## config.mk

```make
export PLATFORM = sky130hd
export DESIGN_NAME = cam_sync_capture
export DESIGN_NICKNAME = d
export VERILOG_FILES = /design/src/rtl/cam_cap_pkg.sv /design/src/rtl/cam_sync_norm.sv /design/src/rtl/cam_en_ctrl.sv /design/src/rtl/cam_capture_fsm.sv /design/src/rtl/cam_sync_capture.sv
export SDC_FILE = /design/constraint.sdc
export NUM_CORES = 1
export LEC_CHECK = 0
export ABC_AREA = 1
export CORE_UTILIZATION = 43
export CTS_BUF_LIST = sky130_fd_sc_hd__clkbuf_4
export CTS_CLUSTER_DIAMETER = 80
export DETAILED_ROUTE_END_ITERATION = 16
export PLACE_DENSITY_LB_ADDON = 0.25
export SETUP_SLACK_MARGIN = 0.4
export SYNTH_ARGS = -nofsm -noshare
export SYNTH_HDL_FRONTEND = slang
export SYNTH_SLANG_ARGS = --single-unit
```

## constraint.sdc

```tcl
create_clock -name clk_i -period 1.9 [get_ports clk_i]
set_input_delay 0.19 -clock clk_i [delete_from_list [all_inputs] [get_ports clk_i]]
set_output_delay 0.19 -clock clk_i [all_outputs]
set_load 0.005 [all_outputs]
```

## src/rtl/cam_cap_pkg.sv

```systemverilog
package cam_cap_pkg;
    typedef enum logic [1:0] {
        ST_IDLE   = 2'd0,
        ST_ARMED  = 2'd1,
        ST_ACTIVE = 2'd2
    } cap_state_e;
endpackage

```

## src/rtl/cam_sync_norm.sv

```systemverilog
// Registers the camera pins and maps each sync onto an active-high blank flag.
module cam_sync_norm #(
    parameter int DATA_W = 8
) (
    input  logic              clk_i,
    input  logic              rst_ni,
    input  logic [DATA_W-1:0] pix_i,
    input  logic              hsync_i,
    input  logic              vsync_i,
    input  logic              hs_act_high_i,
    input  logic              vs_act_high_i,
    output logic [DATA_W-1:0] pix_q_o,
    output logic              hs_blank_o,
    output logic              vs_blank_o,
    output logic              vs_blank_prev_o
);
    logic hs_blank_raw;
    logic vs_blank_raw;

    assign hs_blank_raw = ~(hsync_i ^ hs_act_high_i);
    assign vs_blank_raw = ~(vsync_i ^ vs_act_high_i);

    always_ff @(posedge clk_i or negedge rst_ni) begin
        if (!rst_ni) begin
            pix_q_o         <= '0;
            hs_blank_o      <= 1'b0;
            vs_blank_o      <= 1'b0;
            vs_blank_prev_o <= 1'b0;
        end else begin
            pix_q_o         <= pix_i;
            hs_blank_o      <= hs_blank_raw;
            vs_blank_o      <= vs_blank_raw;
            vs_blank_prev_o <= vs_blank_o;
        end
    end
endmodule

```

## src/rtl/cam_en_ctrl.sv

```systemverilog
// Enable latch: set by a rising enable, cleared by a low enable or a snapshot finish.
module cam_en_ctrl (
    input  logic clk_i,
    input  logic rst_ni,
    input  logic cap_en_i,
    input  logic snap_clr_i,
    output logic en_o
);
    logic en_d;
    logic en_rise;

    assign en_rise = cap_en_i & ~en_d;

    always_ff @(posedge clk_i or negedge rst_ni) begin
        if (!rst_ni) begin
            en_d <= 1'b0;
            en_o <= 1'b0;
        end else begin
            en_d <= cap_en_i;
            if (en_rise)
                en_o <= 1'b1;
            else if (!cap_en_i || snap_clr_i)
                en_o <= 1'b0;
        end
    end
endmodule

```

## src/rtl/cam_capture_fsm.sv

```systemverilog
module cam_capture_fsm
    import cam_cap_pkg::*;
(
    input  logic clk_i,
    input  logic rst_ni,
    input  logic en_i,
    input  logic cont_mode_i,
    input  logic hs_blank_i,
    input  logic vs_blank_i,
    input  logic vs_blank_prev_i,
    output logic snap_clr_o,
    output logic valid_o,
    output logic frame_start_o,
    output logic line_start_o,
    output logic eof_o
);
    cap_state_e state_q, state_d;
    logic       got_q;
    logic       line_open_q;
    logic       vs_fall;
    logic       vs_rise;
    logic       frame_on;

    assign vs_fall = vs_blank_prev_i & ~vs_blank_i;
    assign vs_rise = vs_blank_i & ~vs_blank_prev_i;

    // Next-state process
    always_comb begin
        state_d    = state_q;
        snap_clr_o = 1'b0;
        unique case (state_q)
            ST_IDLE: begin
                if (en_i)
                    state_d = ST_ARMED;
            end
            ST_ARMED: begin
                if (!en_i)
                    state_d = ST_IDLE;
                else if (vs_fall)
                    state_d = ST_ACTIVE;
            end
            ST_ACTIVE: begin
                if (vs_rise) begin
                    state_d    = (en_i && (cont_mode_i || !got_q)) ? ST_ARMED : ST_IDLE;
                    snap_clr_o = got_q && !cont_mode_i;
                end
            end
            default: state_d = ST_IDLE;
        endcase
    end

    // Output process
    always_comb begin
        frame_on      = (state_q == ST_ACTIVE) ||
                        (state_q == ST_ARMED && en_i && vs_fall);
        valid_o       = frame_on && !hs_blank_i && !vs_blank_i;
        frame_start_o = valid_o && !got_q;
        line_start_o  = valid_o && !line_open_q;
        eof_o         = (state_q == ST_ACTIVE) && vs_rise && got_q;
    end

    // State register
    always_ff @(posedge clk_i or negedge rst_ni) begin
        if (!rst_ni) begin
            state_q     <= ST_IDLE;
            got_q       <= 1'b0;
            line_open_q <= 1'b0;
        end else begin
            state_q <= state_d;
            got_q   <= (state_d == ST_ACTIVE) ? (got_q | valid_o) : 1'b0;
            if (valid_o)
                line_open_q <= 1'b1;
            else if (hs_blank_i || vs_blank_i)
                line_open_q <= 1'b0;
        end
    end
endmodule

```

## src/rtl/cam_sync_capture.sv

```systemverilog
module cam_sync_capture #(
    parameter int DATA_W = 8
) (
    input  logic              clk_i,
    input  logic              rst_ni,
    input  logic              cap_en_i,
    input  logic              cont_mode_i,
    input  logic              hs_act_high_i,
    input  logic              vs_act_high_i,
    input  logic [DATA_W-1:0] pix_i,
    input  logic              hsync_i,
    input  logic              vsync_i,
    output logic [DATA_W-1:0] pix_o,
    output logic              pix_valid_o,
    output logic              frame_start_o,
    output logic              line_start_o,
    output logic              eof_o,
    output logic              armed_o
);
    logic hs_blank;
    logic vs_blank;
    logic vs_blank_prev;
    logic snap_clr;
    logic en;

    cam_sync_norm #(.DATA_W(DATA_W)) norm_i (
        .clk_i           (clk_i),
        .rst_ni          (rst_ni),
        .pix_i           (pix_i),
        .hsync_i         (hsync_i),
        .vsync_i         (vsync_i),
        .hs_act_high_i   (hs_act_high_i),
        .vs_act_high_i   (vs_act_high_i),
        .pix_q_o         (pix_o),
        .hs_blank_o      (hs_blank),
        .vs_blank_o      (vs_blank),
        .vs_blank_prev_o (vs_blank_prev)
    );

    cam_en_ctrl en_i (
        .clk_i      (clk_i),
        .rst_ni     (rst_ni),
        .cap_en_i   (cap_en_i),
        .snap_clr_i (snap_clr),
        .en_o       (en)
    );

    cam_capture_fsm fsm_i (
        .clk_i           (clk_i),
        .rst_ni          (rst_ni),
        .en_i            (en),
        .cont_mode_i     (cont_mode_i),
        .hs_blank_i      (hs_blank),
        .vs_blank_i      (vs_blank),
        .vs_blank_prev_i (vs_blank_prev),
        .snap_clr_o      (snap_clr),
        .valid_o         (pix_valid_o),
        .frame_start_o   (frame_start_o),
        .line_start_o    (line_start_o),
        .eof_o           (eof_o)
    );

    assign armed_o = en;
endmodule

```

[Word level (Yosys, flattened, before mapping)]
Cells that the tools add are included.
W data, S select, Z words.
Storage, ports and cells
  input port bits: 16
  output and inout bits: 13
  word-level logic and storage cells: 59
  register bits after elaboration: 17
Cells by class
  bitwise operators: 11
  mux-type cells: 13
  reductions and logical operators: 23
  eq/ne operators: 3
Operator list (count)
  $logic_and A1 B1 Y1: 10
  $mux W1: 8
  $mux W2: 4
  $logic_not A1 Y1: 6
  $pmux W2 S3: 1
  $not A1 Y1: 5
  $eq A2 B2 Y1 const B: 2
  $logic_or A1 B1 Y1: 4
  $reduce_bool A2 Y1: 2
  $and A1 B1 Y1: 3
  $eq A2 B1 Y1 const B: 1
  $logic_not A2 Y1: 1
  $xor A1 B1 Y1: 2
  $or A1 B1 Y1: 1

[Logic depth before layout (Yosys ltp)]
Gate-level depths: netlist of the first run.
  depth in word-level cells: 8
  mapped depth: 5
  gate-level depth less buffers: 5

[Modules after synthesis]
A second synthesis of the first run with hierarchy kept.
Unflattened totals
  cell total of the unflattened synthesis: 62
  area total of the unflattened synthesis: 649.4 µm²
By module, submodules not included
  cam_sync_norm: seq. area each 275.3 µm², cells an instance 21, area each 312.8 µm², times used 1
  cam_capture_fsm: seq. area each 100.1 µm², cells an instance 33, area each 259.0 µm², times used 1
  cam_en_ctrl: seq. area each 50.0 µm², cells an instance 8, area each 77.6 µm², times used 1

[Worst setup path before layout of the first run]
Ideal clock, no wire load.
  kind: register -> output
  from: reg norm_i.vs_blank_o
  to: out frame_start_o
  path slack: 0.838 ns
  path buffers: 0
  cell stages (with the launch flop): 6
  arrival: 0.872 ns
  data required time: 1.710 ns
  path through: dfrtp_1 inv_1 nand3_1 o21bai_4 nand2_2 nor2_1
On the way
  word-level cells in the longest chain between the ends: 7
  elaborated cells on any way between the ends: 8
  those cells by class: bitwise: 2; reduce/logical: 6
Ends and longest elaborated chain
  from (decl): line cam_sync_norm.sv:14  | output logic vs_blank_o,
  from (signal assigned): line cam_sync_norm.sv:32  | vs_blank_o <= vs_blank_raw;
  $not A1 Y1: line cam_capture_fsm.sv:24  | assign vs_fall = vs_blank_prev_i & ~vs_blank_i;
  $and A1 B1 Y1: line cam_capture_fsm.sv:24
  $logic_and A1 B1 Y1: line cam_capture_fsm.sv:55  | (state_q == ST_ARMED && en_i && vs_fall);
  $logic_or A1 B1 Y1: line cam_capture_fsm.sv:54  | frame_on = (state_q == ST_ACTIVE) ||
  $logic_and A1 B1 Y1: line cam_capture_fsm.sv:56  | valid_o = frame_on && !hs_blank_i && !vs_blank_i;
  $logic_and A1 B1 Y1 (*): line cam_capture_fsm.sv:56
  $logic_and A1 B1 Y1 (*): line cam_capture_fsm.sv:57  | frame_start_o = valid_o && !got_q;
  to (decl): line cam_sync_capture.sv:15  | output logic frame_start_o,
Mark *: on every way between the ends. The rest lies on a longest branch, timed or not.

[Worst setup path after layout of the first run]
  from: reg fsm_i.state_q[0]
  to: out frame_start_o
On the way
  word-level cells in the longest chain between the ends: 7
  elaborated cells on any way between the ends: 8
  those cells by class: eq/ne: 2; reduce/logical: 6
Ends and longest elaborated chain
  from (decl): line cam_capture_fsm.sv:17  | cap_state_e state_q, state_d;
  from (signal assigned): line cam_capture_fsm.sv:69  | state_q <= state_d;
  $eq A2 B1 Y1: line cam_capture_fsm.sv:55
  $logic_and A1 B1 Y1 (2 in a row): line cam_capture_fsm.sv:55
  $logic_or A1 B1 Y1 (*): line cam_capture_fsm.sv:54
  $logic_and A1 B1 Y1 (*) (2 in a row): line cam_capture_fsm.sv:56
  $logic_and A1 B1 Y1 (*): line cam_capture_fsm.sv:57
Marks and branches as above.

==> metrics.cfg, run 1 <==
[routing]
ant_nets = 0
drc = 0
wl_per_cell_um = 12.7
num_vias = 453
via_per_inst = 4.53
drt-pass1-iter-count = 2
wl_mm = 1.27
drtIter0Drc = 2

[grt]
grt_start_max_net_pins = 18
grt_usage_pct = 20.0
antenna_found_initial = 0
grt_pass1_vias = 465
grt_pass1_wl_mm = 1.92
overflow = 0

[cells_and_area]
instances_no_fill = 100
syn2layout_area_growth_pct = 70.8
fin_nets = 103
fin_area_um2 = 990
num_antenna_cells = 0
fill_cells = 71
drive_gt1_share_pct = 32.6

[floorplan]
coreArea_um2 = 1170
dieArea_um2 = 1500
die_y_um = 38.7
rows = 12
start_util_pct = 49.5
die_w_um = 38.7
pin_count = 29

[worst_setup_path]
end_kind = output port
worst_path_max_delay_cell = dfrtp_2
crit_path_start_kind = flip-flop
cp_max_fo = 3
slowest_delay_ps = 450
criticalPathCategory = reg2out
cp.arrival_ps = 1480
path_cells = nor2_4 > buf_6 > o21bai_4 > nand2_2 > buf_6 > nor2_2 > buf_2
worst_ep_required_time_ps = 1710
crit_top_cell = buf_6

[placed_design]
gp_congestion = 0.695
placed_area_um2 = 885
post-place-ws_ps = 280
io_buffers = 28
dpl.cell_count = 89

[clocking]
cts_buffer_depth = 2
clk_pin_slew_ps = 90
tritoncts = built
clk_latency_ps = 280
clkSinkCount = 17
clockRootBuffer = clkbuf_4
cts_buffers = 3
holdBufCountCts = 0
htree_levels = 1

[sta]
post-route-period-util_pct = 88.1
tightest_slew_ps = 253
finalHoldViolCount = 0
setup_viol = 0
rsz0062_at_grt = yes
skew_ps = 5.64
finalSetupTns_ps = 0
fmax_ghz = 0.597
fin_crit_ps = 1670
postLayoutSetupSlackWorst_ps = 226
relSlewSlack_pct = 82.9
slew_viol_final = 0

[power_and_ir_drop]
cellLeakagePower_uw = 0.000468
power_density_nw_per_um2 = 729
ir_drop_mv = 0.537

[yosys]
synth_edf_count = 0
synth_common_cells = dfrtp_1 (17), inv_1 (7), nor2_1 (6)
yosys.area.top_type = dfrtp_1
synth.most_common_cell = dfrtp_1
synthTopCellsByArea = dfrtp_1 (73%), inv_1 (4.5%), nor2_1 (3.9%)
ys_ff_latch = 17
ys.flop_type = dfrtp_1
async_flop_share_pct = 100
synth_area_um2 = 579
ys_seq_area_share_pct = 73.4
yosysTopAreaCellShare_pct = 73.4
synth.distinct_cells = 13
syn-num-nets = 62
syn_avg_cell_area_um2 = 12.6
syn_inst = 46
ys_warn_count = 0

[run]
drv_cap = 0

[worst_hold_path]
hold_path_class = in2async

[outcome]
outcome = finished, final reports clean

kinds of logic after synthesis:
family	synth area share, %
DFF	73.4
and+or+nand+nor	9.94
AOI/OAI and AO/OA	9.07
buffers and inverters	4.54
xor gates and xnor gates	3.02
placed cells by master, fill, tap and decap left out, drive strengths merged:
cell and instances:
o21ai 3, xnor2 2, buf 10, o21bai 1, a21oi 1, clkbuf 6, and2 1, nor2 6
inv 7, nand3 2, dfrtp 17, nand2 4, o211ai 1, clkdlybuf4s50 24, a31oi 1
per-layer routing:
| metal | GRT usage (%) | up-vias | part of all wire, % |
|---|---|---|---|
| met3 | 4.05 | 0 | 3.3 |
| met2 | 37.1 | 19 | 59 |
| li1 | - | 224 | - |
| met5 | 0 | - | 0 |
| met4 | 9.48 | 0 | 0 |
| met1 | 21.0 | 210 | 37 |
worst max-delay path, delay by kind of cell (launching register included):
kind,cells,cell delay (ps)
flip-flops,1,450
buffers and inverters,3,340
AND/OR/NAND/NOR,3,300
AO/OA/AOI/OAI,1,110
layout make-up:
type	instances	area (µm²)	share of cell area (%)
sequential	17	427	43.1
timing repair buffer	36	332	33.5
multi-input combinational	22	158	15.9
clock buffer	4	30.0	3.03
inverter	7	26.3	2.65
tap	14	17.5	1.77
final timing paths:
kind / from / to / slack [ps] / depth (start not counted)
hold reg to reg: norm_i.vs_blank_o / norm_i.vs_blank_prev_o / 420 / 0
min in group clk_i: pix_i[5] / norm_i.pix_q_o[5] / 340 / 1
hold / removal: rst_ni / en_i.en_o / 230 / 2
setup reg to reg: fsm_i.state_q[1] / fsm_i.line_open_q / 630 / 7
setup / recovery: fsm_i.state_q[0] / frame_start_o / 230 / 7
max in group asynchronous: rst_ni / fsm_i.state_q[0] / 1480 / 2
flip-flops by register name (all words and copies together), names as in the netlist:
register,cells
fsm_i.state_q,2
norm_i.vs_blank_prev_o,1
en_i.en_d,1
norm_i.hs_blank_o,1
fsm_i.line_open_q,1
fsm_i.got_q,1
norm_i.pix_q_o,8
en_i.en_o,1
norm_i.vs_blank_o,1
repair_timing:
action                                  CTS  global route
endpoints found under the setup margin    4             4
endpoints found under the hold margin     0             0
cloned                                    0             0
pin swaps                                 4             4
buffers inserted                          5             2
gates resized for setup                  17            11
power breakdown:
group	internal, µW	switching, µW	leakage [µW]	total (µW)
registers	385	15.9	0.000205	401
clock network	95.7	102	0.0000184	198
logic	77.1	46.3	0.000245	123
total	558	164	0.000468	722
through the flow:
stage / util (%) / hold slack, ps / total power, µW
4_1_cts: 82.1 / 219 / 720
3_5_place_dp: 75.5 / 386 / 500
5_1_grt: 84.5 / 254 / 758
6_report: 84.5 / 227 / 722
3_3_place_gp: 75.5 / 378 / 497
2_1_floorplan: - / -106 / 430
Note: power is estimated with default switching activity, not from simulation.
==> inputs of run 2 (changes only) <==
- RECOVER_POWER: default -> 25
==> metrics.cfg, run 2 (same netlist as run 1, synthesis figures left out) <==
[grt]
overflow = 0
grt_pass1_wl_mm = 1.92
grt_pass1_vias = 465
antenna_found_initial = 0
grt_usage_pct = 20.0
grt_start_max_net_pins = 18

[outcome]
outcome = finished, final reports clean

[placed_design]
io_buffers = 28
post-place-ws_ps = 280
placed_area_um2 = 885
gp_congestion = 0.695

[worst_setup_path]
rr_startpoint = fsm_i.state_q[1]
end_kind = output port
cp_max_fo = 3
critPathCapture = frame_start_o
cp.arrival_ps = 1480
rrSetupSlack_ps = 630
worst-r2r-cell-count = 7
criticalPathCategory = reg2out
startpoint = fsm_i.state_q[0]
crit_path_start_kind = flip-flop
reg2reg_to = fsm_i.line_open_q
worst_ep_required_time_ps = 1710

[floorplan]
die_y_um = 38.7
coreArea_um2 = 1170
rows = 12
start_util_pct = 49.5
pin_count = 29
die_w_um = 38.7
dieArea_um2 = 1500

[worst_hold_path]
hold_path_class = in2reg

[sta]
setup_viol = 0
post-route-period-util_pct = 88.1
finalSetupTns_ps = 0
fin_crit_ps = 1670
tightest_slew_ps = 890
rsz0062_at_grt = yes
slew_viol_final = 0
relSlewSlack_pct = 40.7
fmax_ghz = 0.597
finalHoldViolCount = 0
postLayoutSetupSlackWorst_ps = 226
skew_ps = 5.84

[clocking]
clockRootBuffer = clkbuf_4
cts_buffers = 3
clk_latency_ps = 280
tritoncts = built
clkSinkCount = 17
clk_pin_slew_ps = 90
cts_buffer_depth = 2
htree_levels = 1

[cells_and_area]
largest_reg_flops = 8
final_util_pct = 84.2
final_common_cell = dfrtp_1
multi_input_area_um2 = 158
fin_area_um2 = 986
fin_nets = 103
seq_area_um2 = 427
largest_registers = norm_i.pix_q_o (8), fsm_i.state_q (2)
drive_gt1_share_pct = 31.4
final_cell_mix = dfrtp_1 (16), clkdlybuf4s50_1 (15), dlygate4sd3_1 (9)
syn2layout_area_growth_pct = 70.2
num_antenna_cells = 0
top_register = norm_i.pix_q_o
fill_cells = 73

[routing]
num_vias = 453
drtIter0Drc = 1
via_per_inst = 4.53
wl_per_cell_um = 12.8
drt-pass1-iter-count = 2
ant_nets = 0
drc = 0
wl_mm = 1.28

[power_and_ir_drop]
power_density_nw_per_um2 = 727
ir_drop_mv = 0.537
cellLeakagePower_uw = 0.000467

[run]
drv_cap = 0

run 2: worst max-delay path, stage by stage (launching register included):
cell      delay (ps)
dfrtp_2          450
nor2_4           140
buf_6            100
o21bai_4         110
nand2_2          100
buf_6            130
nor2_2            60
buf_2            110
run 2: worst min path at each step:
stage                 startpoint                      to  slack [ps]  cells after the start
6_report                cap_en_i               en_i.en_d         390                      1
3_5_place_dp   norm_i.vs_blank_o  norm_i.vs_blank_prev_o         390                      0
5_1_grt                 cap_en_i               en_i.en_d         390                      1
2_1_floorplan             rst_ni               en_i.en_d        -110                      0
3_3_place_gp   norm_i.vs_blank_o  norm_i.vs_blank_prev_o         380                      0
4_1_cts                   rst_ni       norm_i.hs_blank_o         220                      2
run 2: layout make-up:
cell class / instances / share of cell area, %
Clock buffer: 4 / 3.05
Inverter: 7 / 2.66
Multi-Input combinational cell: 22 / 16.0
Sequential cell: 17 / 43.3
Tap cell: 14 / 1.78
Timing Repair Buffer: 36 / 33.2
run 2: metrics by stage:
step,power (µW),hold slack (ps),cells
final,717,393,100
after detailed placement,500,386,89
after CTS,720,219,98
after floorplan,430,-106,46
after global routing,753,391,100
after global placement,497,378,89
run 2: report_power, final:
part / switching (µW) / internal [µW] / total [µW]
combinational: 46.4 / 72.5 / 119
sequential: 15.9 / 385 / 401
clock: 102 / 95.7 / 197
total: 164 / 553 / 717
run 2: timing repair:
| action | CTS | global route |
|---|---|---|
| setup buffers | 5 | 2 |
| pin swaps | 4 | 4 |
| resized for setup | 17 | 11 |
| hold buffers | 0 | 0 |
| setup endpoints to repair | 4 | 4 |
run 2: per-layer routing:
metal  wire length [µm]  GRT usage [%]  vias up
met4                  0           9.48        0
li1                   -              -      224
met3                 42           4.05        0
met1                480           21.0      210
met5                  0              0        -
met2                756           37.1       19
